<file path="config.mk">
export PLATFORM = sky130hd
export DESIGN_NAME = stop_seq
export DESIGN_NICKNAME = d
export VERILOG_FILES = /design/src/rtl/stop_pkg.sv /design/src/rtl/stop_lvl_pick.sv /design/src/rtl/stop_wake_mux.sv /design/src/rtl/stop_pwr_map.sv /design/src/rtl/stop_pin_hold.sv /design/src/rtl/stop_seq.sv
export SDC_FILE = /design/constraint.sdc
export NUM_CORES = 1
export LEC_CHECK = 0
export ABC_CLOCK_PERIOD_IN_PS = 3900
export BUFFER_PORTS_ARGS = -buffer_cell sky130_fd_sc_hd__buf_2
export CAP_MARGIN = 20
export CORE_MARGIN = 4
export CORE_UTILIZATION = 50
export DETAILED_ROUTE_END_ITERATION = 8
export GPL_ROUTABILITY_DRIVEN = 0
export PLACE_DENSITY = 0.95
export SETUP_SLACK_MARGIN = 0.15
export SLEW_MARGIN = 25
export SYNTH_ARGS = -nofsm -noshare
export SYNTH_HDL_FRONTEND = slang
export SYNTH_SLANG_ARGS = --single-unit
</file>
<file path="constraint.sdc">
create_clock -name clk -period 3.9 [get_ports clk]
set_clock_uncertainty 0.05 [all_clocks]
set_input_delay 0.195 -clock clk [delete_from_list [all_inputs] [get_ports clk]]
set_output_delay 0.195 -clock clk [all_outputs]
set_load 0.01 [all_outputs]
</file>
<file path="src/rtl/stop_pkg.sv">
package stop_pkg;

  typedef enum logic [2:0] {
    ST_RUN    = 3'd0,
    ST_DEEP   = 3'd1,
    ST_DWAIT  = 3'd2,
    ST_MID    = 3'd3,
    ST_SHAL   = 3'd4
  } st_e;

  typedef enum logic [1:0] {
    LV_DEEP = 2'd1,
    LV_MID  = 2'd2,
    LV_SHAL = 2'd3
  } lvl_e;

  typedef struct packed {
    logic core_on;
    logic core_stby;
    logic ram_on;
    logic reg_stby;
    logic clk_on;
    logic conv_stby;
    logic timer_on;
    logic lvd_flag;
  } pwr_t;

  localparam pwr_t PWR_RUN = '{core_on: 1'b1, core_stby: 1'b0, ram_on: 1'b1,
                               reg_stby: 1'b0, clk_on: 1'b1, conv_stby: 1'b0,
                               timer_on: 1'b1, lvd_flag: 1'b0};

  function automatic pwr_t pwr_of(st_e st, logic osc, logic tmr);
    pwr_t p;
    p = PWR_RUN;
    case (st)
      ST_DEEP, ST_DWAIT: begin
        p = '{core_on: 1'b0, core_stby: 1'b0, ram_on: 1'b0, reg_stby: 1'b1,
              clk_on: 1'b0, conv_stby: 1'b1, timer_on: 1'b0, lvd_flag: 1'b1};
      end
      ST_MID: begin
        p = '{core_on: 1'b0, core_stby: 1'b0, ram_on: 1'b1, reg_stby: 1'b1,
              clk_on: 1'b0, conv_stby: 1'b1, timer_on: tmr, lvd_flag: 1'b0};
      end
      ST_SHAL: begin
        p = '{core_on: 1'b0, core_stby: 1'b1, ram_on: 1'b1, reg_stby: 1'b1,
              clk_on: osc, conv_stby: 1'b1, timer_on: tmr, lvd_flag: 1'b0};
      end
      default: p = PWR_RUN;
    endcase
    return p;
  endfunction

endpackage

</file>
<file path="src/rtl/stop_lvl_pick.sv">
module stop_lvl_pick
  import stop_pkg::*;
(
  input  logic cfg_pwrdn,
  input  logic cfg_partial,
  input  logic lvd_en,
  input  logic lvd_stop_en,
  output lvl_e lvl
);
  logic lvd_live;

  always_comb begin
    lvd_live = lvd_en & lvd_stop_en;
    if (!cfg_pwrdn || lvd_live) begin
      lvl = LV_SHAL;
    end else if (cfg_partial) begin
      lvl = LV_MID;
    end else begin
      lvl = LV_DEEP;
    end
  end
endmodule

</file>
<file path="src/rtl/stop_wake_mux.sv">
module stop_wake_mux (
  input  logic rst_pin_n,
  input  logic irq_pin,
  input  logic irq_pol_high,
  input  logic irq_en,
  input  logic timer_tick,
  input  logic tmr_kept,
  output logic wake_deep,
  output logic wake_light
);
  logic irq_hit;

  always_comb begin
    wake_deep  = !rst_pin_n || !irq_pin;
    irq_hit    = irq_en && (irq_pol_high ? irq_pin : !irq_pin);
    wake_light = !rst_pin_n || irq_hit || (timer_tick && tmr_kept);
  end
endmodule

</file>
<file path="src/rtl/stop_pwr_map.sv">
module stop_pwr_map
  import stop_pkg::*;
(
  input  logic clk,
  input  logic rst,
  input  st_e  st_next,
  input  logic osc_next,
  input  logic tmr_next,
  output pwr_t pwr
);
  always_ff @(posedge clk) begin
    if (rst) begin
      pwr <= PWR_RUN;
    end else begin
      pwr <= pwr_of(st_next, osc_next, tmr_next);
    end
  end
endmodule

</file>
<file path="src/rtl/stop_pin_hold.sv">
module stop_pin_hold #(
  parameter int PIN_W = 8
) (
  input  logic             clk,
  input  logic             rst,
  input  logic             cap,
  input  logic             rel,
  input  logic [PIN_W-1:0] port_out,
  output logic             hold_en,
  output logic [PIN_W-1:0] pin_drv
);
  logic hold_next;

  always_comb begin
    hold_next = cap || (hold_en && !rel);
  end

  always_ff @(posedge clk) begin
    if (rst) begin
      hold_en <= 1'b0;
    end else begin
      hold_en <= hold_next;
    end
  end

  for (genvar b = 0; b < PIN_W; b++) begin : g_bit
    always_ff @(posedge clk) begin
      if (rst) begin
        pin_drv[b] <= 1'b0;
      end else if (cap || !hold_next) begin
        pin_drv[b] <= port_out[b];
      end
    end
  end
endmodule

</file>
<file path="src/rtl/stop_seq.sv">
module stop_seq
  import stop_pkg::*;
#(
  parameter int PIN_W = 8
) (
  input  logic             clk,
  input  logic             rst,
  input  logic             stop_req,
  input  logic             cfg_pwrdn,
  input  logic             cfg_partial,
  input  logic             lvd_en,
  input  logic             lvd_stop_en,
  input  logic             rst_pin_n,
  input  logic             irq_pin,
  input  logic             irq_pol_high,
  input  logic             irq_en,
  input  logic             osc_keep,
  input  logic             timer_keep,
  input  logic             timer_tick,
  input  logic             supply_ok,
  input  logic             ack_wr,
  input  logic             ack_data,
  input  logic [PIN_W-1:0] port_out,
  output logic             core_on,
  output logic             core_stby,
  output logic             ram_on,
  output logic             reg_stby,
  output logic             clk_on,
  output logic             conv_stby,
  output logic             timer_on,
  output logic             lvd_flag,
  output logic             por_req,
  output logic             wake_irq,
  output logic             hold_en,
  output logic [PIN_W-1:0] pin_drv
);
  st_e  st_q, st_n;
  lvl_e lvl;
  logic osc_q, tmr_q, osc_n, tmr_n;
  logic wake_deep, wake_light;
  logic cap, rel, por_n, wirq_n, accept;
  pwr_t pwr;

  stop_lvl_pick i_pick (
    .cfg_pwrdn  (cfg_pwrdn),
    .cfg_partial(cfg_partial),
    .lvd_en     (lvd_en),
    .lvd_stop_en(lvd_stop_en),
    .lvl        (lvl)
  );

  stop_wake_mux i_wake (
    .rst_pin_n   (rst_pin_n),
    .irq_pin     (irq_pin),
    .irq_pol_high(irq_pol_high),
    .irq_en      (irq_en),
    .timer_tick  (timer_tick),
    .tmr_kept    (tmr_q),
    .wake_deep   (wake_deep),
    .wake_light  (wake_light)
  );

  always_comb begin
    accept = (st_q == ST_RUN) && stop_req;
    osc_n  = accept ? osc_keep   : osc_q;
    tmr_n  = accept ? timer_keep : tmr_q;
  end

  always_comb begin
    st_n   = st_q;
    cap    = 1'b0;
    rel    = 1'b0;
    por_n  = 1'b0;
    wirq_n = 1'b0;
    case (st_q)
      ST_RUN: begin
        if (ack_wr && ack_data) begin
          rel = 1'b1;
        end
        if (stop_req) begin
          case (lvl)
            LV_DEEP: begin
              st_n = ST_DEEP;
              rel  = 1'b1;
            end
            LV_MID: begin
              st_n = ST_MID;
              cap  = 1'b1;
            end
            default: begin
              st_n = ST_SHAL;
              cap  = 1'b1;
            end
          endcase
        end
      end
      ST_DEEP: begin
        if (wake_deep) begin
          if (supply_ok) begin
            st_n  = ST_RUN;
            por_n = 1'b1;
          end else begin
            st_n = ST_DWAIT;
          end
        end
      end
      ST_DWAIT: begin
        if (supply_ok) begin
          st_n  = ST_RUN;
          por_n = 1'b1;
        end
      end
      ST_MID: begin
        if (wake_light) begin
          st_n  = ST_RUN;
          por_n = 1'b1;
        end
      end
      ST_SHAL: begin
        if (wake_light) begin
          st_n   = ST_RUN;
          wirq_n = 1'b1;
          rel    = 1'b1;
        end
      end
      default: st_n = ST_RUN;
    endcase
  end

  always_ff @(posedge clk) begin
    if (rst) begin
      st_q     <= ST_RUN;
      osc_q    <= 1'b0;
      tmr_q    <= 1'b0;
      por_req  <= 1'b0;
      wake_irq <= 1'b0;
    end else begin
      st_q     <= st_n;
      osc_q    <= osc_n;
      tmr_q    <= tmr_n;
      por_req  <= por_n;
      wake_irq <= wirq_n;
    end
  end

  stop_pwr_map i_pwr (
    .clk     (clk),
    .rst     (rst),
    .st_next (st_n),
    .osc_next(osc_n),
    .tmr_next(tmr_n),
    .pwr     (pwr)
  );

  stop_pin_hold #(.PIN_W(PIN_W)) i_hold (
    .clk     (clk),
    .rst     (rst),
    .cap     (cap),
    .rel     (rel),
    .port_out(port_out),
    .hold_en (hold_en),
    .pin_drv (pin_drv)
  );

  always_comb begin
    core_on   = pwr.core_on;
    core_stby = pwr.core_stby;
    ram_on    = pwr.ram_on;
    reg_stby  = pwr.reg_stby;
    clk_on    = pwr.clk_on;
    conv_stby = pwr.conv_stby;
    timer_on  = pwr.timer_on;
    lvd_flag  = pwr.lvd_flag;
  end
endmodule

</file>
==> metrics.md, run 1 <==
| Metric | Value |
|---|---|
| All-Layer GR Usage | 0.164 |
| Cells after Synth | 110 |
| CTS max path bufs | 2 |
| DP Area | 0.00126 sq mm |
| Die Y | 54.2 um |
| Initial antenna violation count | 0 |
| Footprint of the multi-input gates | 539 sq um |
| VDD IR-drop max | 0.251 mV |
| Sink Count | 23 |
| Slew Limit Fails | 0 |
| FMAX | 570 MHz |
| Fin area | 0.00129 sq mm |
| Yosys warnings | 0 |
| Vias per std cell | 5.46 |
| Top cell type's share of synthesized area | 0.432 |
| Max Cap Viol | 0 |
| Slew @ Worst Pin | 0.594 ns |
| Grt total ovfl | 0 |
| Cell taking the most area after synthesis | dfxtp_1 |
| Setup_tns | 0 ns |
| FF+latch count, synth | 23 |
| Post-Layout Cell Count | 178 |
| H-tree lvl count | 1 |
| Placed wire-length estimate | 1.78 mm |
| Row count | 16 |
| Layout area overhead | 20.7% |
| Fin nets | 177 |
| Leak | 0.000586 uW |
| Final core utilization | 0.643 |
| Core area | 0.00200 sq mm |
| Final WL | 2.27 mm |
| Layout cell share with drive strength beyond 1 | 0.364 |
| Total power density per cell area | 358 mW/mm^2 |
| Final Cycle Share | 0.449 |
| Vias in the first global route | 878 |
| CTS tree | done |
| Filler cells | 181 |
| RSZ-0062 raised after global routing | false |
| Ranking of synthesized cells by area | dfxtp_1 (43%), mux2i_1 (8.5%), nand2_1 (8.1%), a21oi_1 (2.3%), nor4b_4 (2.2%) |
| Synthesized cell area | 0.00107 sq mm |
| Slew HR | 0.598 |
| Status | finished clean |
| DP Cell Count | 174 |
| Syn Nets | 135 |
| Initial DRC Count | 19 |
| Via count | 971 |
| Worst EP required | 4.04 ns |
| Fin crit period | 1.75 ns |
| Root Driver | clkbuf_4 |
| Largest net degree at the start of global routing | 19 |
| Buffers added on ports | 43 |
| Drt drc | 0 |
| R2r setup slk | 2.15 ns |
| Clock transition at path regs | 0.12 ns |
| Initial Util | 0.532 |
| Later-pin clock latency in the skew report | 0.29 ns |
| Hold WC Path Type | input port to flip-flop |
| CP Class | flip-flop to flip-flop |
| Post-CTS Setup Bufs | 0 |
| # setup viols final | 0 |
| Die width | 54.2 um |
| Number of flops mapped to enable cells by yosys | 0 |
| TritonRoute pass-1 iters | 4 |
| Worst setup EP type | flip-flop |
| Fin. Hold Viols | 0 |
| Residual antenna-violating net count after detailed routing | 0 |
| Mean post-synth cell area | 9.69 sq um |
| Ys async rst share | 0 |
| Reg area | 460 sq um |
| Wire per inst | 12.7 um |
| ANT cells | 0 |
| Hold_buf cts | 0 |
| Worst Hold Slack | 0.0750 ns |
| Die ar. | 0.00293 sq mm |
| Post-CTS sizing | 0 |
| Num CTS Buffers | 3 |
| Arrival time of the worst setup path | 1.90 ns |
| Synth unique cells | 41 |
| Crit path launch type | flip-flop |
| Crit-path max FO | 9 |
| Top Ports | 44 |
| First-pass GRT wire length | 3.64 mm |
| Commonest cells in the netlist | dfxtp_1 (23), nand2_1 (23), mux2i_1 (9) |
| Ys flop type | dfxtp_1 |
| Register area share after synthesis | 0.432 |
==> flip-flops by register name (all words and copies together), names as in the netlist <==
register / cells
i_hold.pin_drv: 8
por_req: 1
i_pwr.pwr: 7
i_hold.hold_en: 1
wake_irq: 1
osc_q: 1
st_q: 3
tmr_q: 1
==> metal layers <==
metal  track usage  wire (um)  vias up
met1         0.213        971      439
met5             0          0        -
met2         0.267       1050       50
met4        0.0622         32        0
met3        0.0305        212        4
li1              -          -      478
==> worst max-delay path, stage by stage, from the launching register on <==
cell and delay (ns):
dfxtp_1 0.53, nor3b_1 0.52, o221ai_1 0.27, a41o_1 0.29
==> area by class of cell <==
class / instances / share of cell area
multi-input combinational: 78 / 0.419
sequential: 23 / 0.358
timing repair buffer: 43 / 0.167
tap: 27 / 0.0263
clock buffer: 4 / 0.0204
inverter: 3 / 0.00875
==> path summary, 6_finish.rpt <==
kind                startpoint  depth (start not counted)           endpoint
max                    st_q[2]                          3       i_pwr.pwr[7]
min                port_out[2]                          3  i_hold.pin_drv[2]
max reg2reg            st_q[2]                          3       i_pwr.pwr[7]
min reg2reg  i_hold.pin_drv[6]                          2  i_hold.pin_drv[6]
==> cell families after synthesis <==
group | Yosys count | share of synthesized area
simple gates | 40 | 0.205
xor+xnor | 1 | 0.00822
compound gates | 28 | 0.208
buf+inv | 9 | 0.0622
flops | 23 | 0.432
mux | 9 | 0.0845
==> layout by cell type, fill, tap and decap left out, drive strengths merged, types with 2 or more instances in the layout <==
cell    Yosys  final
nor4b       2      2
nor2        6      6
clkbuf      2      4
a211oi      3      3
inv         2      2
nor3b       2      2
dfxtp      23     23
mux2i       9      9
o21a        3      3
buf         4     43
a21oi       5      5
a21bo       2      2
a41o        2      2
nand2      24     24
o21ai       2      2
==> metrics by stage <==
stage	total power (uW)	setup WS, ns
after floorplan	330	2.38
after global placement	359	2.27
after detailed placement	362	2.18
after CTS	466	2.16
after global routing	490	1.96
final	460	2.15
==> power breakdown <==
| group | switching (uW) | leakage, uW | internal, uW |
|---|---|---|---|
| combinational | 50.6 | 0.000381 | 43.9 |
| clock | 63.5 | 0.0000150 | 39.7 |
| sequential | 10.8 | 0.000190 | 252 |
No activity file was read; power rests on OpenSTA's default activity.
==> inputs of run 2 (changes only) <==
--- a/config.mk
+++ b/config.mk
@@ -5,14 +5,14 @@
 export SDC_FILE = /design/constraint.sdc
 export NUM_CORES = 1
 export LEC_CHECK = 0
-export ABC_CLOCK_PERIOD_IN_PS = 3900
+export ABC_CLOCK_PERIOD_IN_PS = 1700
 export BUFFER_PORTS_ARGS = -buffer_cell sky130_fd_sc_hd__buf_2
 export CAP_MARGIN = 20
 export CORE_MARGIN = 4
-export CORE_UTILIZATION = 50
+export CORE_UTILIZATION = 46
 export DETAILED_ROUTE_END_ITERATION = 8
 export GPL_ROUTABILITY_DRIVEN = 0
-export PLACE_DENSITY = 0.95
+export PLACE_DENSITY = 0.89
 export SETUP_SLACK_MARGIN = 0.15
 export SLEW_MARGIN = 25
 export SYNTH_ARGS = -nofsm -noshare
==> constraint.sdc (replaced) <==
create_clock -name clk -period 1.7 [get_ports clk]
set_clock_uncertainty 0.05 [all_clocks]
set_input_delay 0.085 -clock clk [delete_from_list [all_inputs] [get_ports clk]]
set_output_delay 0.085 -clock clk [all_outputs]
set_load 0.01 [all_outputs]
==> metrics.md, run 2 (synthesis results as in run 1) <==
| Metric | Value |
|---|---|
| Biggest regs | i_hold.pin_drv: 8 flops, i_pwr.pwr: 7 flops, st_q: 3 flops |
| Dpl ws | 0.0819 ns (-2.10 ns) |
| Via count | 1046 (+7.7%) |
| Fin crit period | 1.54 ns (-0.214 ns) |
| Fin. Hold Viols | 0 (unchanged) |
| TritonRoute pass-1 iters | 4 (unchanged) |
| Die ar. | 0.00315 sq mm (+7.4%) |
| Total power density per cell area | 762 mW/mm^2 (+110%) |
| Initial Util | 0.482 (-0.0506) |
| Die width | 56.1 um (+3.6%) |
| Sink Count | 23 (unchanged) |
| Final WL | 2.66 mm (+17%) |
| CTS tree | done |
| Largest net degree at the start of global routing | 19 (unchanged) |
| Power Internal | 795 uW (+140%) |
| Metal-1 WL | 980 um (+0.93%) |
| Met2 WL | 1.35 mm (+28%) |
| RR Startpoint | st_q[1] |
| Switch Pwr | 308 uW (+150%) |
| Slew @ Worst Pin | 0.421 ns (-0.173 ns) |
| Commonest non-fill, non-tap cell in the layout | buf_2 |
| Die Y | 56.1 um (+3.6%) |
| Largest register FFs | 8 (unchanged) |
| Layout cell share with drive strength beyond 1 | 0.398 (+0.0334) |
| Met3 wire length | 236 um (+11%) |
| Top Ports | 44 (unchanged) |
| Share of power burned in registers | 0.545 (-0.026) |
| DP Area | 0.00128 sq mm (+1.9%) |
| Clk pwr share | 0.226 (+0.002) |
| Num CTS Buffers | 3 (unchanged) |
| Fin nets | 192 (+8.5%) |
| Pwr Total | 1100 uW (+140%) |
| Vias per std cell | 5.39 (-1.2%) |
| ANT cells | 0 (unchanged) |
| Worst setup EP type | flip-flop |
| Reg2reg end | i_pwr.pwr[1] |
| Initial DRC Count | 29 (+10) |
| Root Driver | clkbuf_4 |
| Sw Share | 0.279 (+0.00763) |
| VDD IR-drop max | 0.577 mV (+130%) |
| Leak | 0.000667 uW (+14%) |
| Residual antenna-violating net count after detailed routing | 0 (unchanged) |
| R2r setup slk | 0.16 ns (-1.99 ns) |
| Crit path launch type | flip-flop |
| FMAX | 650 MHz (+14%) |
| Hold Path Stages | 3 (unchanged) |
| Slew Limit Fails | 0 (unchanged) |
| Status | finished clean |
| Drt drc | 0 (unchanged) |
| Buffers added on ports | 43 (unchanged) |
| Layout area overhead | 35.7% |
| Largest Register | i_hold.pin_drv |
| Filler cells | 177 (-2.2%) |
| Worst Hold Slack | 0.0225 ns (-0.0525 ns) |
| Crit-path max FO | 7 (-2) |
| Reg2reg path depth | 3 (unchanged) |
| Max Cap Viol | 0 (unchanged) |
| Max Used Layer | met4 |
| Hold WC Path Type | input port to flip-flop |
| All-Layer GR Usage | 0.176 (+0.0121) |
| Setup_tns | 0 ns (unchanged) |
| Arrival time of the worst setup path | 1.69 ns (-0.21 ns) |
| Wire per inst | 13.7 um (+7.6%) |
| Worst hold start | supply_ok |
| Core area | 0.00221 sq mm (+10%) |
| Fin area | 0.00145 sq mm (+12%) |
| Vias in the first global route | 1032 (+18%) |
| Slew HR | 0.718 (+0.119) |
| Sink of the worst hold path | por_req |
| Grt total ovfl | 0 (unchanged) |
| CTS max path bufs | 2 (unchanged) |
| Final Cycle Share | 0.905 (+0.456) |
| H-tree lvl count | 1 (unchanged) |
| Worst Slack Setup Final | 0.161 ns (-1.99 ns) |
| Placed wire-length estimate | 1.93 mm (+8.8%) |
| Initial antenna violation count | 0 (unchanged) |
| Comb power frac | 0.229 (+0.024) |
| Later-pin clock latency in the skew report | 0.31 ns (+0.02 ns) |
| First-pass GRT wire length | 4.44 mm (+22%) |
| Row count | 17 (+1) |
| CP Class | flip-flop to flip-flop |
| Clock transition at path regs | 0.12 ns (about the same) |
| Commonest cells after routing, fill and taps aside | buf_2 (43), nand2_1 (23), dfxtp_1 (20) |
| RSZ-0062 raised after global routing | true |
| Worst EP required | 1.85 ns (-2.19 ns) |
| # setup viols final | 0 (unchanged) |
-- run 2: cell count changes in the layout (fill, tap and decap cells not counted), sizes merged --
cell,change
dlygate4sd3,+10
buf,+5
-- run 2: timing repair --
item | in CTS | in global routing
endpoints found under the setup margin | 13 | 6
pin swaps | 1 | 3
buffers inserted | 2 | 0
resized for setup | 6 | 2
hold buffers | 9 | 1
hold endpoints to repair | 9 | 1
-- run 2: metal layers --
metal  vias up  track usage
met2        51        0.311
met3        11       0.0464
met4         0        0.102
met5         -            0
met1       478        0.186
li1        506            -
-- run 2: worst max path at each step --
stage / startpoint / to / slack [ns] / cells past startpoint
final: st_q[1] / i_pwr.pwr[1] / 0.16 / 3
after global routing: st_q[1] / i_pwr.pwr[1] / 0.1 / 3
after CTS: st_q[0] / i_pwr.pwr[1] / 0.16 / 3
after detailed placement: st_q[0] / i_pwr.pwr[1] / 0.08 / 3
after global placement: st_q[0] / i_pwr.pwr[7] / 0.14 / 4
after floorplan: st_q[0] / i_pwr.pwr[3] / 0.18 / 5
-- run 2: per-stage QoR --
stage	utilization	cells
floorplan	-	110
global placement	0.580	178
detailed placement	0.580	178
CTS	0.644	193
global route	0.654	194
finish	0.654	194
-- run 2: cell type report --
class	count	area, sq um	area share
Tap cell	28	35.0	0.0242
Sequential cell	23	469	0.324
Inverter	3	11.3	0.00779
Multi-Input combinational cell	78	552	0.381
Clock buffer	4	26.3	0.0182
Timing Repair Buffer	58	353	0.244
-- run 2: critical path: stages, from the launching register on --
cell and delay (ns):
dfxtp_4 0.40, or4b_4 0.57, o32ai_1 0.31, o31ai_1 0.10
-- run 2: power by group through the flow --
| stage | registers [uW] | clock network (uW) | logic [uW] |
|---|---|---|---|
| after floorplan | 623 | 0 | 133 |
| after global placement | 613 | 0 | 217 |
| after detailed placement | 614 | 0 | 224 |
| after CTS | 601 | 255 | 247 |
| after global routing | 608 | 277 | 276 |
| final | 601 | 249 | 252 |
==> inputs of run 3 (changes only) <==
--- a/config.mk
+++ b/config.mk
@@ -13,6 +13,7 @@
 export DETAILED_ROUTE_END_ITERATION = 8
 export GPL_ROUTABILITY_DRIVEN = 0
 export PLACE_DENSITY = 0.89
+export RECOVER_POWER = 50
 export SETUP_SLACK_MARGIN = 0.15
 export SLEW_MARGIN = 25
 export SYNTH_ARGS = -nofsm -noshare
==> metrics.md, run 3 (synthesis results as in run 1) <==
| Metric | Value |
|---|---|
| Slew HR | 0.715 (-0.00230) |
| Num CTS Buffers | 3 (unchanged) |
| Clock transition at path regs | 0.12 ns (about the same) |
| Status | finished clean |
| Worst setup EP type | flip-flop |
| Die width | 56.1 um (unchanged) |
| Slew Limit Fails | 0 (unchanged) |
| Commonest non-fill, non-tap cell in the layout | buf_2 |
| Wire per inst | 13.7 um (+0.26%) |
| Slew @ Worst Pin | 0.424 ns (+0.00343 ns) |
| Top Ports | 44 (unchanged) |
| CTS tree | done |
| Worst EP required | 1.86 ns (about the same) |
| TritonRoute pass-1 iters | 4 (unchanged) |
| Fin. Hold Viols | 0 (unchanged) |
| Later-pin clock latency in the skew report | 0.31 ns (about the same) |
| Row count | 17 (unchanged) |
| CP dominant cell by count | buf_4 |
| Vias in the first global route | 1032 (unchanged) |
| Die Y | 56.1 um (unchanged) |
| # setup viols final | 0 (unchanged) |
| Final core utilization | 0.641 (-0.0130) |
| RSZ-0062 raised after global routing | true |
| Biggest regs | i_hold.pin_drv: 8 flops, i_pwr.pwr: 7 flops, st_q: 3 flops |
| Initial antenna violation count | 0 (unchanged) |
| Sink Count | 23 (unchanged) |
| Total power density per cell area | 771 mW/mm^2 (+1.2%) |
| ANT cells | 0 (unchanged) |
| First-pass GRT wire length | 4.44 mm (unchanged) |
| Crit-path max cell delay | 0.39 ns (-0.18 ns) |
| Root Driver | clkbuf_4 |
| VDD IR-drop max | 0.571 mV (-0.98%) |
| Worst Hold Slack | 0.0232 ns (+0.000662 ns) |
| Max Cap Viol | 0 (unchanged) |
| Dpl ws | 0.0819 ns (unchanged) |
| Placed wire-length estimate | 1.93 mm (unchanged) |
| Vias per std cell | 5.42 (+0.57%) |
| Leak | 0.000600 uW (-10%) |
| Crit-path max FO | 8 (+1) |
| Largest register FFs | 8 (unchanged) |
| Die ar. | 0.00315 sq mm (unchanged) |
| Filler cells | 189 (+6.8%) |
| H-tree lvl count | 1 (unchanged) |
| Post-Layout Cell Count | 194 (unchanged) |
| Buffers added on ports | 43 (unchanged) |
| Largest net degree at the start of global routing | 19 (unchanged) |
| Commonest cells after routing, fill and taps aside | buf_2 (24), nand2_1 (23), clkbuf_1 (20), dfxtp_1 (20), dlygate4sd3_1 (10) |
| Layout cell share with drive strength beyond 1 | 0.277 (-0.120) |
| FMAX | 635 MHz (-2.2%) |
| Via count | 1052 (+0.57%) |
| Initial DRC Count | 25 (-14%) |
| All-Layer GR Usage | 0.176 (unchanged) |
| Fin crit period | 1.57 ns (+0.0353 ns) |
| Fin nets | 192 (unchanged) |
| Slowest cell on crit path | dfxtp_4 |
| Arrival time of the worst setup path | 1.74 ns (+0.05 ns) |
| Core area | 0.00221 sq mm (unchanged) |
| DP Cell Count | 178 (unchanged) |
| Final WL | 2.67 mm (+0.26%) |
| CP bufs+invs | 2 (+2) |
| Initial Util | 0.482 (unchanged) |
| Residual antenna-violating net count after detailed routing | 0 (unchanged) |
| Final Cycle Share | 0.926 (+0.0208) |
| Grt total ovfl | 0 (unchanged) |
| Hold WC Path Type | input port to flip-flop |
| CP Class | flip-flop to flip-flop |
| Layout area overhead | 33.0% |
| Crit-path cells | buf_4, nor3b_1, buf_4, nand3b_1, a41o_1 |
| Largest Register | i_hold.pin_drv |
| Setup_tns | 0 ns (unchanged) |
| Delay-heaviest family, CP | simple AND/OR/NAND/NOR gates |
| Drt drc | 0 (unchanged) |
| CTS max path bufs | 2 (unchanged) |
| Crit path launch type | flip-flop |
| Worst Slack Setup Final | 0.126 ns (-0.0353 ns) |
-- run 3: what timing repair did --
action / in CTS / in global routing
pin swaps: 1 / 3
setup endpoints to repair: 13 / 6
hold buffers: 9 / 1
gates resized for setup: 6 / 2
setup buffers: 2 / 0
hold endpoints to repair: 9 / 1
-- run 3: final cells by class --
type,instances,area (sq um),share of cell area
Sequential cell,23,469,0.331
Inverter,3,11.3,0.00794
Multi-Input combinational cell,78,547,0.386
Clock buffer,4,26.3,0.0185
Timing Repair Buffer,58,329,0.232
Tap cell,28,35.0,0.0247
-- run 3: worst paths after layout --
| check | startpoint | endpoint | slack [ns] | cells after the start |
|---|---|---|---|---|
| max | st_q[0] | i_pwr.pwr[3] | 0.13 | 5 |
| min | supply_ok | por_req | 0.02 | 3 |
| max reg2reg | st_q[0] | i_pwr.pwr[3] | 0.13 | 5 |
| min reg2reg | osc_q | osc_q | 0.42 | 2 |
-- run 3: worst register-to-register path: cells and delay by family (launching register included) --
| kind | cells | cell delay (ns) |
|---|---|---|
| flops | 1 | 0.39 |
| compound gates | 1 | 0.24 |
| simple gates | 2 | 0.44 |
| buf+inv | 2 | 0.35 |
-- run 3: report_power, final --
| group | leakage (uW) | internal (uW) | total [uW] | switching [uW] |
|---|---|---|---|---|
| logic | 0.000394 | 117 | 243 | 126 |
| registers | 0.000192 | 577 | 602 | 25.4 |
| clock network | 0.0000150 | 91.7 | 248 | 157 |
-- run 3: stage by stage --
stage               total power [uW]  cell area (sq um)
global placement                 831               1280
finish                          1090               1420
detailed placement               838               1280
CTS                             1100               1430
global route                    1150               1420
floorplan                        756               1070
-- run 3: metal layers --
metal	share of wire	global-route usage	up-vias
li1	-	-	508
met1	0.37	0.186	478
met2	0.51	0.311	57
met3	0.088	0.0464	9
met4	0.032	0.102	0
met5	0	0	-
